[src/rtl/qphase_pkg.sv]
// Package: shared widths, phase encoding and the no-operation word for the
// four-phase sequencer. Assumes a 4K-word program space and 14-bit words.
package qphase_pkg;
    parameter int PC_W  = 12;
    parameter int IW_W  = 14;
    parameter int CYC_W = 16;
    parameter int NPH   = 4;
    localparam logic [IW_W-1:0] NOP_WORD = '0;

    typedef enum logic [1:0] {
        PH_Q1 = 2'd0,
        PH_Q2 = 2'd1,
        PH_Q3 = 2'd2,
        PH_Q4 = 2'd3
    } phase_e;
endpackage

[src/rtl/qphase_phase_gen.sv]
// Phase generator: divides the input clock by four into Q1..Q4, exports a
// one-hot vector, the quarter-rate clock marker and an instruction cycle
// counter. Assumes a synchronous active-low reset that restarts at Q1.
module qphase_phase_gen
    import qphase_pkg::*;
#(
    parameter int CW = CYC_W
) (
    input  logic           clk,
    input  logic           rst_n,
    output phase_e         ph,
    output logic [NPH-1:0] ph_onehot,
    output logic           ph_last,
    output logic           clk_q,
    output logic [CW-1:0]  cycles
);
    phase_e ph_r;

    // Rotate the phase one step per clock.
    always_ff @(posedge clk) begin
        if (!rst_n) ph_r <= PH_Q1;
        else        ph_r <= phase_e'(ph_r + 2'd1);
    end

    // Count completed instruction cycles at each Q4 boundary.
    always_ff @(posedge clk) begin
        if (!rst_n)            cycles <= '0;
        else if (ph_r == PH_Q4) cycles <= cycles + 1'b1;
    end

    // Expand the phase index to one bit per phase.
    for (genvar g = 0; g < NPH; g++) begin : g_onehot
        assign ph_onehot[g] = (ph_r == phase_e'(g));
    end

    assign ph      = ph_r;
    assign ph_last = (ph_r == PH_Q4);
    assign clk_q   = ph_r[1];
endmodule

[src/rtl/qphase_pc_unit.sv]
// Program counter: loads the branch target or increments at the Q4/Q1
// boundary, holding steady through the rest of the cycle. Wraps at 4K.
module qphase_pc_unit
    import qphase_pkg::*;
#(
    parameter int AW = PC_W
) (
    input  logic          clk,
    input  logic          rst_n,
    input  logic          bound,
    input  logic          take,
    input  logic [AW-1:0] target,
    output logic [AW-1:0] pc
);
    // Advance or redirect the counter once per instruction cycle.
    always_ff @(posedge clk) begin
        if (!rst_n)     pc <= '0;
        else if (bound) pc <= take ? target : pc + 1'b1;
    end
endmodule

[src/rtl/qphase_ir_unit.sv]
// Instruction register and flush flag: latches the fetched word at the
// cycle boundary or, when a branch is taken, substitutes a no-operation
// and marks the next cycle as flushed. Reset starts in a flushed cycle.
module qphase_ir_unit
    import qphase_pkg::*;
#(
    parameter int WW = IW_W
) (
    input  logic          clk,
    input  logic          rst_n,
    input  logic          bound,
    input  logic          take,
    input  logic [WW-1:0] fetched,
    output logic [WW-1:0] ir,
    output logic          flushed
);
    // Capture the fetched word, or a forced no-operation after a branch.
    always_ff @(posedge clk) begin
        if (!rst_n)     ir <= NOP_WORD[WW-1:0];
        else if (bound) ir <= take ? NOP_WORD[WW-1:0] : fetched;
    end

    // Mark whether the coming execute cycle is suppressed.
    always_ff @(posedge clk) begin
        if (!rst_n)     flushed <= 1'b1;
        else if (bound) flushed <= take;
    end
endmodule

[src/rtl/qphase_seq.sv]
// Top: four-phase fetch/execute sequencer. Fetches at pm_addr while the
// instruction register executes; a branch request in Q4 of an executing
// cycle redirects the counter and flushes the following cycle.
module qphase_seq
    import qphase_pkg::*;
(
    input  logic             clk,
    input  logic             rst_n,
    output logic [PC_W-1:0]  pm_addr,
    input  logic [IW_W-1:0]  pm_data,
    input  logic             br_req,
    input  logic [PC_W-1:0]  br_target,
    output logic [NPH-1:0]   phase,
    output logic             clkout,
    output logic [IW_W-1:0]  ir_word,
    output logic             exec_en,
    output logic             dm_rd,
    output logic             dm_wr,
    output logic [CYC_W-1:0] cyc_count
);
    phase_e ph;
    logic   at_q4;
    logic   flushed;
    logic   take;

    qphase_phase_gen #(.CW(CYC_W)) u_phase (
        .clk(clk), .rst_n(rst_n), .ph(ph), .ph_onehot(phase),
        .ph_last(at_q4), .clk_q(clkout), .cycles(cyc_count)
    );

    qphase_pc_unit #(.AW(PC_W)) u_pc (
        .clk(clk), .rst_n(rst_n), .bound(at_q4), .take(take),
        .target(br_target), .pc(pm_addr)
    );

    qphase_ir_unit #(.WW(IW_W)) u_ir (
        .clk(clk), .rst_n(rst_n), .bound(at_q4), .take(take),
        .fetched(pm_data), .ir(ir_word), .flushed(flushed)
    );

    // Decide branch acceptance and per-phase execute strobes.
    always_comb begin
        take    = at_q4 && br_req && !flushed;
        exec_en = !flushed;
        dm_rd   = !flushed && (ph == PH_Q2);
        dm_wr   = !flushed && (ph == PH_Q4);
    end
endmodule

[config.mk]
export PLATFORM = sky130hd
export DESIGN_NAME = qphase_seq
export DESIGN_NICKNAME = d
export VERILOG_FILES = /design/src/rtl/qphase_pkg.sv /design/src/rtl/qphase_phase_gen.sv /design/src/rtl/qphase_pc_unit.sv /design/src/rtl/qphase_ir_unit.sv /design/src/rtl/qphase_seq.sv
export SDC_FILE = /design/constraint.sdc
export NUM_CORES = 1
export LEC_CHECK = 0
export BUFFER_PORTS_ARGS = -buffer_cell sky130_fd_sc_hd__clkbuf_2
export CAP_MARGIN = 15
export CORE_MARGIN = 2
export CORE_UTILIZATION = 25
export CTS_CLUSTER_DIAMETER = 120
export DETAILED_ROUTE_END_ITERATION = 6
export SYNTH_ARGS = -nofsm -noshare
export SYNTH_HDL_FRONTEND = slang
export SYNTH_SLANG_ARGS = --single-unit
[constraint.sdc]
create_clock -name clk -period 3.85 [get_ports clk]
set_input_delay 0.385 -clock clk [delete_from_list [all_inputs] [get_ports clk]]
set_output_delay 0.385 -clock clk [all_outputs]
set_load 0.005 [all_outputs]
==> flow_metrics.tcl, run 1 <==
set metrics [dict create \
    status "complete, no violations" \
    post_synth_num_cell_types 37 \
    grt_pass1_vias 1727 \
    r2r-end "u_ir.ir[0]" \
    antenna_left 0 \
    grt-ovfl-total 0 \
    layout-drive-gt1-share 0.308 \
    worstSkewPairLatency_ns 0.30 \
    core_sq_um 7770 \
    rrSetupSlack_ns 1.98 \
    synth.top_cell.area_share 0.448 \
    internal_power_mw 0.674 \
    path_class "register to primary output" \
    cts_hold_buf 0 \
    clock_sinks 45 \
    end_kind "primary output" \
    synth_edf_count 0 \
    synth.cells.most_frequent "dfxtp_1 (45), nor2_1 (19), a22o_1 (14)" \
    seq_area_frac_synth 0.448 \
    die_area_sq_um 8780 \
    nFillCells 852 \
    wirelength_um 5060 \
    setup_viol 0 \
    startpoint_type "register" \
    cts_max_path_buffers 2 \
    skew_ns 0.0141 \
    yosys.cell_count.top_type "dfxtp_1" \
    via_count 1857 \
    min_from "pm_data[5]" \
    yosysWarnings 0 \
    post_cts_buffers 0 \
    hold_end "u_ir.ir[5]" \
    ys_ff_latch 45 \
    cts_inserted_buffers 5 \
    yosysTopAreaCell "dfxtp_1" \
    die_h_um 93.7 \
    p_per_area_nw_per_um2 343 \
    rsz0062_at_grt "no" \
    start_util 0.259 \
    grtUsageTotal 0.118 \
    synth_ff_type "dfxtp_1" \
    port_buffers 78 \
    ir_drop_mv 0.133 \
    grt_max_degree 35 \
    htreeDepth 2 \
    hold_viol 0 \
    r2r_cells 4 \
    power.leakage_nw 1.17 \
    synth.area.top_cells "dfxtp_1 (45%), a22o_1 (6.1%), ha_1 (3.7%)" \
    wl_per_cell_um 12.9 \
    slew_headroom 0.383 \
    drc_errors 0 \
    pwr-share-clk 0.366 \
    ios 79 \
    synth_nets 252 \
    cp.arrival_ns 1.52 \
    final_cells 391 \
    seqPwrFrac 0.552 \
    gp_congestion 0.779 \
    async_reset_ff_frac 0 \
    finalCritPeriodShare 0.494 \
    rows 32 \
    drv_slew 0 \
    hold_path.class "input pin to register" \
    antenna_found_initial 0 \
    synth.avg_cell_area_sq_um 9.27 \
    period_minus_slack_ns 1.90 \
    dp_cells 383 \
    dr.pass1.iters 5 \
    grt_pass1_wl_um 8360 \
    area_delta_synth_final_pct 27.7 \
    crit_start "u_phase.ph[0]" \
    cts_resized 0 \
    r2r_start "u_phase.ph[1]" \
    vias_per_cell 4.75 \
    power.switching_mw 0.208 \
    crit_required_ns 3.46 \
    syn_inst 217 \
    syn-cell-area_sq_um 2010 \
    total_power_mw 0.882 \
    min_path_cells 2 \
    hpwl_um 3730 \
    dieWidth_um 93.7 \
    timing.fmax_mhz 526 \
    cp_max_fo 34 \
    fin_tns_setup_ns 0 \
    combinationalPowerShare 0.082 \
    max_slew.worst_pin.slew_ns 0.922 \
    clkSlewWorstSetupHoldPaths_ns 0.10 \
    dr.first_iter.drc_count 42 \
    cap_violations 0 \
    cts-root-buf "clkbuf_8" \
    sw_frac_of_total 0.236 \
    nets 323 \
    cts_tree "yes" \
    antenna_cells 0 \
]
-- final cells by class --
cell class	instances	area (sq um)	area share
Inverter	5	18.8	0.00731
Sequential cell	45	901	0.351
Multi-Input combinational cell	152	1020	0.398
Clock buffer	7	96.3	0.0375
Timing Repair Buffer	79	398	0.155
Tap cell	102	128	0.0497
Clock inverter	1	5.00	0.00195
-- stage by stage --
stage / worst slack [ns] / utilization / hold WS [ns] / cell area (sq um)
2_1_floorplan: 2.20 / - / 0.432 / 2010
3_3_place_gp: 1.77 / 0.317 / 0.452 / 2470
3_5_place_dp: 1.70 / 0.317 / 0.462 / 2470
4_1_cts: 1.93 / 0.331 / 0.300 / 2570
5_1_grt: 1.80 / 0.331 / 0.290 / 2570
6_report: 1.95 / 0.331 / 0.309 / 2570
-- how the worst max path moves through the flow --
stage | to | slack (ns) | cells after the start
after detailed placement | u_ir.ir[8] | 1.70 | 4
after global placement | u_ir.ir[13] | 1.77 | 4
after CTS | dm_wr | 1.93 | 4
after global routing | dm_wr | 1.80 | 4
final | dm_wr | 1.95 | 4
after floorplan | dm_wr | 2.20 | 4
-- per-layer routing --
layer  GRT usage  vias to the layer above  wire, um
li1            -                      925         -
met1       0.157                      881      2340
met2       0.188                       45      2390
met3      0.0361                        6       279
met4      0.0290                        0        42
met5           0                        -         0
-- cells by family after synthesis --
family | count (synthesis) | synth area share
and+or+nand+nor | 82 | 0.223
AOI/OAI and AO/OA | 45 | 0.161
DFF | 45 | 0.448
buffers and inverters | 20 | 0.0442
xor gates and xnor gates | 13 | 0.0566
muxes | 6 | 0.0305
adders and majority gates | 6 | 0.0373
-- state kept, by name, indices dropped and copies added, names as in the netlist --
| signal | flops |
|---|---|
| u_ir.flushed | 1 |
| u_ir.ir | 14 |
| u_pc.pc | 12 |
| u_phase.cycles | 16 |
| u_phase.ph | 2 |
-- worst max-delay path, stage by stage (launching register included) --
cell and delay (ns):
dfxtp_1 0.39, ha_1 0.20, buf_4 0.33, nor2b_1 0.17, clkbuf_2 0.12
-- cell usage in the layout, fill, tap and decap left out, types with 3 or more instances in the layout --
cell type and n:
a221oi_1 3, xnor2_1 5, mux2i_1 5, and2_1 4
nand2_1 12, a311oi_1 3, nand2b_1 3, a22o_1 14
nor2_1 19, a211oi_1 3, dfxtp_1 45, o21ai_0 11
and4_1 3, clkbuf_2 78, nand4_1 10, inv_1 5
nor2b_1 3, ha_1 6, a21oi_1 6, nand3_1 12
clkbuf_8 7, xor2_1 8, and3_1 7
-- power by group through the flow --
stage | Clock, mW | Sequential, mW | Combinational, mW
floorplan | 0 | 0.497 | 0.0377
global placement | 0 | 0.498 | 0.0720
detailed placement | 0 | 0.498 | 0.0730
CTS | 0.332 | 0.487 | 0.0733
global route | 0.356 | 0.489 | 0.0821
finish | 0.323 | 0.487 | 0.0722
Power figures use the tool's default switching activity.
==> inputs of run 2 (changes only) <==
ABC_AREA = 1   (was unset)
clock period = 1.62 ns   (was 3.85 ns; I/O delays follow)
==> flow_metrics.tcl, run 2 <==
set metrics [dict create \
    worstSkewPairLatency_ns 0.29 \
    port_buffers 78 \
    ir_drop_mv 0.385 \
    gp_congestion 0.802 \
    crit_required_ns 1.46 \
    end_kind "primary output" \
    dp_slack_ns 0.0384 \
    die_h_um 96.8 \
    grtUsageTotal 0.123 \
    design_area_sq_um 2820 \
    synth.area.top_cells "dfxtp_1 (42%), nand2_1 (11%), nand3_1 (7.9%)" \
    placed_area_sq_um 2690 \
    synth.top_cell.area_share 0.419 \
    antenna_found_initial 0 \
    startpoint_type "register" \
    grt_max_degree 18 \
    p_per_area_nw_per_um2 770 \
    syn-cell-area_sq_um 2150 \
    hold_viol 0 \
    wirelength_um 5800 \
    clkSlewWorstSetupHoldPaths_ns 0.08 \
    cp_max_fo 17 \
    wl_per_cell_um 11.8 \
    grt_pass1_vias 2047 \
    antenna_left 0 \
    cp_cell_sequence "ha_4 -> inv_2 -> buf_4 -> nor2_1 -> clkbuf_2" \
    syn_inst 305 \
    drc_errors 0 \
    grt-ovfl-total 0 \
    synth_edf_count 0 \
    synth.cells.most_frequent "nand2_1 (65), dfxtp_1 (45), nand3_1 (34), nor2_1 (34), o21ai_0 (27)" \
    finalCritPeriodShare 0.908 \
    dp_cells 485 \
    dieWidth_um 96.8 \
    regMostFlops "u_phase.cycles" \
    post_synth_num_cell_types 31 \
    largest_reg_flops 16 \
    slew_headroom 0.670 \
    top_regs "u_phase.cycles (16), u_ir.ir (14), u_pc.pc (12)" \
    dr.first_iter.drc_count 48 \
    vias_per_cell 4.57 \
    r2r_cells 7 \
    layout-drive-gt1-share 0.289 \
    area_delta_synth_final_pct 30.9 \
    clock_sinks 45 \
    cts_tree "yes" \
    path_class "register to primary output" \
    total_power_mw 2.17 \
    die_area_sq_um 9360 \
    yosysTopAreaCell "dfxtp_1" \
    core_sq_um 8260 \
    htreeDepth 2 \
    r2r-end "u_pc.pc[8]" \
    synth_ff_type "dfxtp_1" \
    ios 79 \
    nets 422 \
    critPathSlowestCell "dfxtp_2" \
    start_util 0.260 \
    fin_tns_setup_ns 0 \
    async_reset_ff_frac 0 \
    dr.pass1.iters 4 \
    final_common_cell "clkbuf_2" \
    cp.arrival_ns 1.31 \
    nFillCells 906 \
    seq_area_frac_synth 0.419 \
    final_core_util 0.341 \
    yosys.cell_count.top_type "nand2_1" \
    path_depth 5 \
    rsz0062_at_grt "no" \
    crit_path_max_incr_delay_ns 0.36 \
    layout_common_cells "clkbuf_2 (78), nand2_1 (64), dfxtp_1 (43)" \
    status "complete, no violations" \
    critPathTopFamily "buffers and inverters" \
    cts-root-buf "clkbuf_8" \
    cap_violations 0 \
    antenna_cells 0 \
    setup_viol 0 \
    r2r_start "u_pc.pc[0]" \
    drv_slew 0 \
    holdWs_ns 0.108 \
    crit_start "u_phase.ph[1]" \
    ys_ff_latch 45 \
    crit_buf_inv 3 \
    multi_input_area_sq_um 1090 \
    period_minus_slack_ns 1.47 \
    max_slew.worst_pin.slew_ns 0.494 \
    hold_path.class "input pin to register" \
    synth_nets 340 \
    power.leakage_nw 1.26 \
    setup_ws_ns 0.148 \
    grt_pass1_wl_um 9540 \
    via_count 2250 \
    crit_end "dm_wr" \
    yosysWarnings 0 \
    rrSetupSlack_ns 0.16 \
    hpwl_um 4450 \
    cts_hold_buf 0 \
    timing.fmax_mhz 680 \
    cts_max_path_buffers 2 \
    final_cells 492 \
    seq_area_sq_um 903 \
    rows 33 \
    synth.avg_cell_area_sq_um 7.05 \
    cts_inserted_buffers 5 \
    skew_ns 0.00547 \
]
run 2: worst min-delay path by stage:
stage	cells past startpoint	startpoint	slack, ns	endpoint
global route	3	pm_data[0]	0.12	u_ir.ir[0]
CTS	3	br_target[4]	0.10	u_pc.pc[4]
finish	3	br_target[4]	0.11	u_pc.pc[4]
global placement	3	br_target[4]	0.40	u_pc.pc[4]
detailed placement	3	br_target[4]	0.41	u_pc.pc[4]
floorplan	2	br_target[4]	0.31	u_pc.pc[4]
run 2: report_power, final:
group	leakage, nW	internal [mW]	total (mW)	switching (mW)
clock	0.0540	0.449	0.823	0.374
combinational	0.838	0.0893	0.197	0.108
sequential	0.364	1.13	1.15	0.0185
total	1.26	1.67	2.17	0.501
run 2: cell families after synthesis:
family | synth area share
simple gates | 0.309
compound gates | 0.148
flops | 0.419
buf+inv | 0.0843
fa+ha+maj | 0.0349
xor+xnor | 0.00407
run 2: per-layer routing:
metal	vias to the layer above	routed length [um]	GRT usage
li1	1173	-	-
met1	1016	2730	0.158
met2	57	2740	0.204
met3	4	269	0.0260
met4	0	63	0.0444
met5	-	0	0
run 2: tightest hold or removal path, stage by stage:
cell and delay, ns:
clkbuf_2 0.08, a211oi_1 0.05, nor2_1 0.07
run 2: final cells by class:
type | instances | share of cell area
clock buffers | 5 | 0.0244
multi-input cells | 218 | 0.388
well taps | 105 | 0.0466
repair buffers | 91 | 0.173
clock inverters | 2 | 0.0124
flip-flops and latches | 45 | 0.321
inverters | 26 | 0.0347
run 2: timing repair:
| action | in CTS | in global routing |
|---|---|---|
| endpoints found under the setup margin | 0 | 31 |
| resized for setup | 0 | 8 |
| hold endpoints to repair | 0 | 0 |
| buffers inserted | 0 | 0 |
==> inputs of run 3 (changes only) <==
CAP_MARGIN = unset   (was 15)
CORE_UTILIZATION = 44   (was 25)
PLACE_DENSITY = 0.75   (was unset)
==> flow_metrics.tcl, run 3 (synthesis results as in run 2) <==
set metrics [dict create \
    cp_cell_sequence "ha_4 -> inv_2 -> buf_4 -> nor2_1 -> clkbuf_2" \
    startpoint_type "register" \
    finalCritPeriodShare 0.937 \
    layout-drive-gt1-share 0.280 \
    cap_violations 0 \
    top_regs "u_phase.cycles (16), u_ir.ir (14), u_pc.pc (12)" \
    cp_max_fo 15 \
    grt_pass1_vias 1972 \
    dieWidth_um 73.9 \
    hpwl_um 3840 \
    antenna_left 0 \
    via_count 2227 \
    clkSlewWorstSetupHoldPaths_ns 0.09 \
    antenna_found_initial 0 \
    dp_slack_ns 0.00293 \
    internal_power_mw 1.72 \
    final_common_cell "clkbuf_2" \
    cts_resized 2 \
    crit_required_ns 1.46 \
    hold_viol 0 \
    grt_max_degree 20 \
    cts_hold_buf 0 \
    period_minus_slack_ns 1.52 \
    hold_path.class "input pin to register" \
    grt_pass1_wl_um 8630 \
    dr.pass1.iters 4 \
    vias_per_cell 4.92 \
    nets 420 \
    setup_viol 0 \
    post_cts_buffers 0 \
    cts-root-buf "clkbuf_8" \
    port_buffers 78 \
    timing.fmax_mhz 659 \
    drv_slew 0 \
    rows 25 \
    power.switching_mw 0.515 \
    htreeDepth 2 \
    layout_common_cells "clkbuf_2 (78), nand2_1 (64), dfxtp_1 (45)" \
    antenna_cells 0 \
    crit_path_max_incr_delay_ns 0.38 \
    clock_sinks 45 \
    max_slew.worst_pin.slew_ns 0.474 \
    total_power_mw 2.24 \
    worstSkewPairLatency_ns 0.30 \
    grtUsageTotal 0.200 \
    cp.arrival_ns 1.36 \
    wl_per_cell_um 11.7 \
    power.leakage_nw 1.26 \
    path_class "register to primary output" \
    die_h_um 73.9 \
    combinationalPowerShare 0.087 \
    sw_frac_of_total 0.230 \
    nFillCells 458 \
    area_delta_synth_final_pct 29.3 \
    gp_congestion 0.877 \
    slew_headroom 0.684 \
    die_area_sq_um 5460 \
    cts_max_path_buffers 2 \
    seqPwrFrac 0.513 \
    drc_errors 0 \
    skew_ns 0.0104 \
    rsz0062_at_grt "no" \
    cts_tree "yes" \
    pwr-share-clk 0.400 \
    regMostFlops "u_phase.cycles" \
    ir_drop_mv 0.419 \
    wirelength_um 5290 \
    core_sq_um 4720 \
    status "complete, no violations" \
    start_util 0.455 \
    grt-ovfl-total 0 \
    ios 79 \
    cts_inserted_buffers 5 \
    setup_ws_ns 0.102 \
    dr.first_iter.drc_count 123 \
    largest_reg_flops 16 \
    critPathSlowestCell "dfxtp_1" \
    holdWs_ns 0.101 \
    p_per_area_nw_per_um2 804 \
    fin_tns_setup_ns 0 \
    end_kind "primary output" \
]
[run 3: path summary, 6_finish.rpt]
path / from / to / slack (ns) / cells after the start
worst max register to register: u_phase.cycles[1] / u_phase.cycles[14] / 0.16 / 8
worst max-delay path: u_phase.ph[1] / dm_wr / 0.10 / 5
worst min register to register: u_phase.cycles[10] / u_phase.cycles[10] / 0.49 / 2
worst min-delay path: pm_data[5] / u_ir.ir[5] / 0.10 / 3
[run 3: metal layers]
metal  vias up  track usage  wire, um
li1       1162            -         -
met1       978        0.269      2490
met2        78        0.313      2390
met3         9       0.0453       304
met4         0       0.0747        99
met5         -            0         0
[run 3: power groups by stage]
stage / sequential, mW / clock, mW / combinational, mW
6_report: 1.15 / 0.894 / 0.195
4_1_cts: 1.15 / 0.906 / 0.195
2_1_floorplan: 1.17 / 0 / 0.0890
3_5_place_dp: 1.17 / 0 / 0.194
5_1_grt: 1.15 / 0.942 / 0.220
3_3_place_gp: 1.17 / 0 / 0.191
[run 3: worst max-delay path, delay by kind of cell, from the launching register on]
| kind | cells | cell delay, ns |
|---|---|---|
| DFF | 1 | 0.38 |
| adders and majority gates | 1 | 0.19 |
| and+or+nand+nor | 1 | 0.10 |
| buffers and inverters | 3 | 0.37 |
[run 3: cell type report]
class,count,area [sq um],area share
timing repair buffer,89,485,0.175
clock buffer,7,86.3,0.0310
sequential,45,901,0.324
inverter,26,97.6,0.0351
tap,67,83.8,0.0301
multi-input combinational,218,1100,0.395
clock inverter,1,30.0,0.0108
[run 3: per-stage QoR]
stage	std cells	area (sq um)	util
2_1_floorplan	305	2150	-
3_3_place_gp	445	2640	0.558
3_5_place_dp	445	2640	0.558
4_1_cts	453	2760	0.584
5_1_grt	453	2780	0.589
6_report	453	2780	0.589
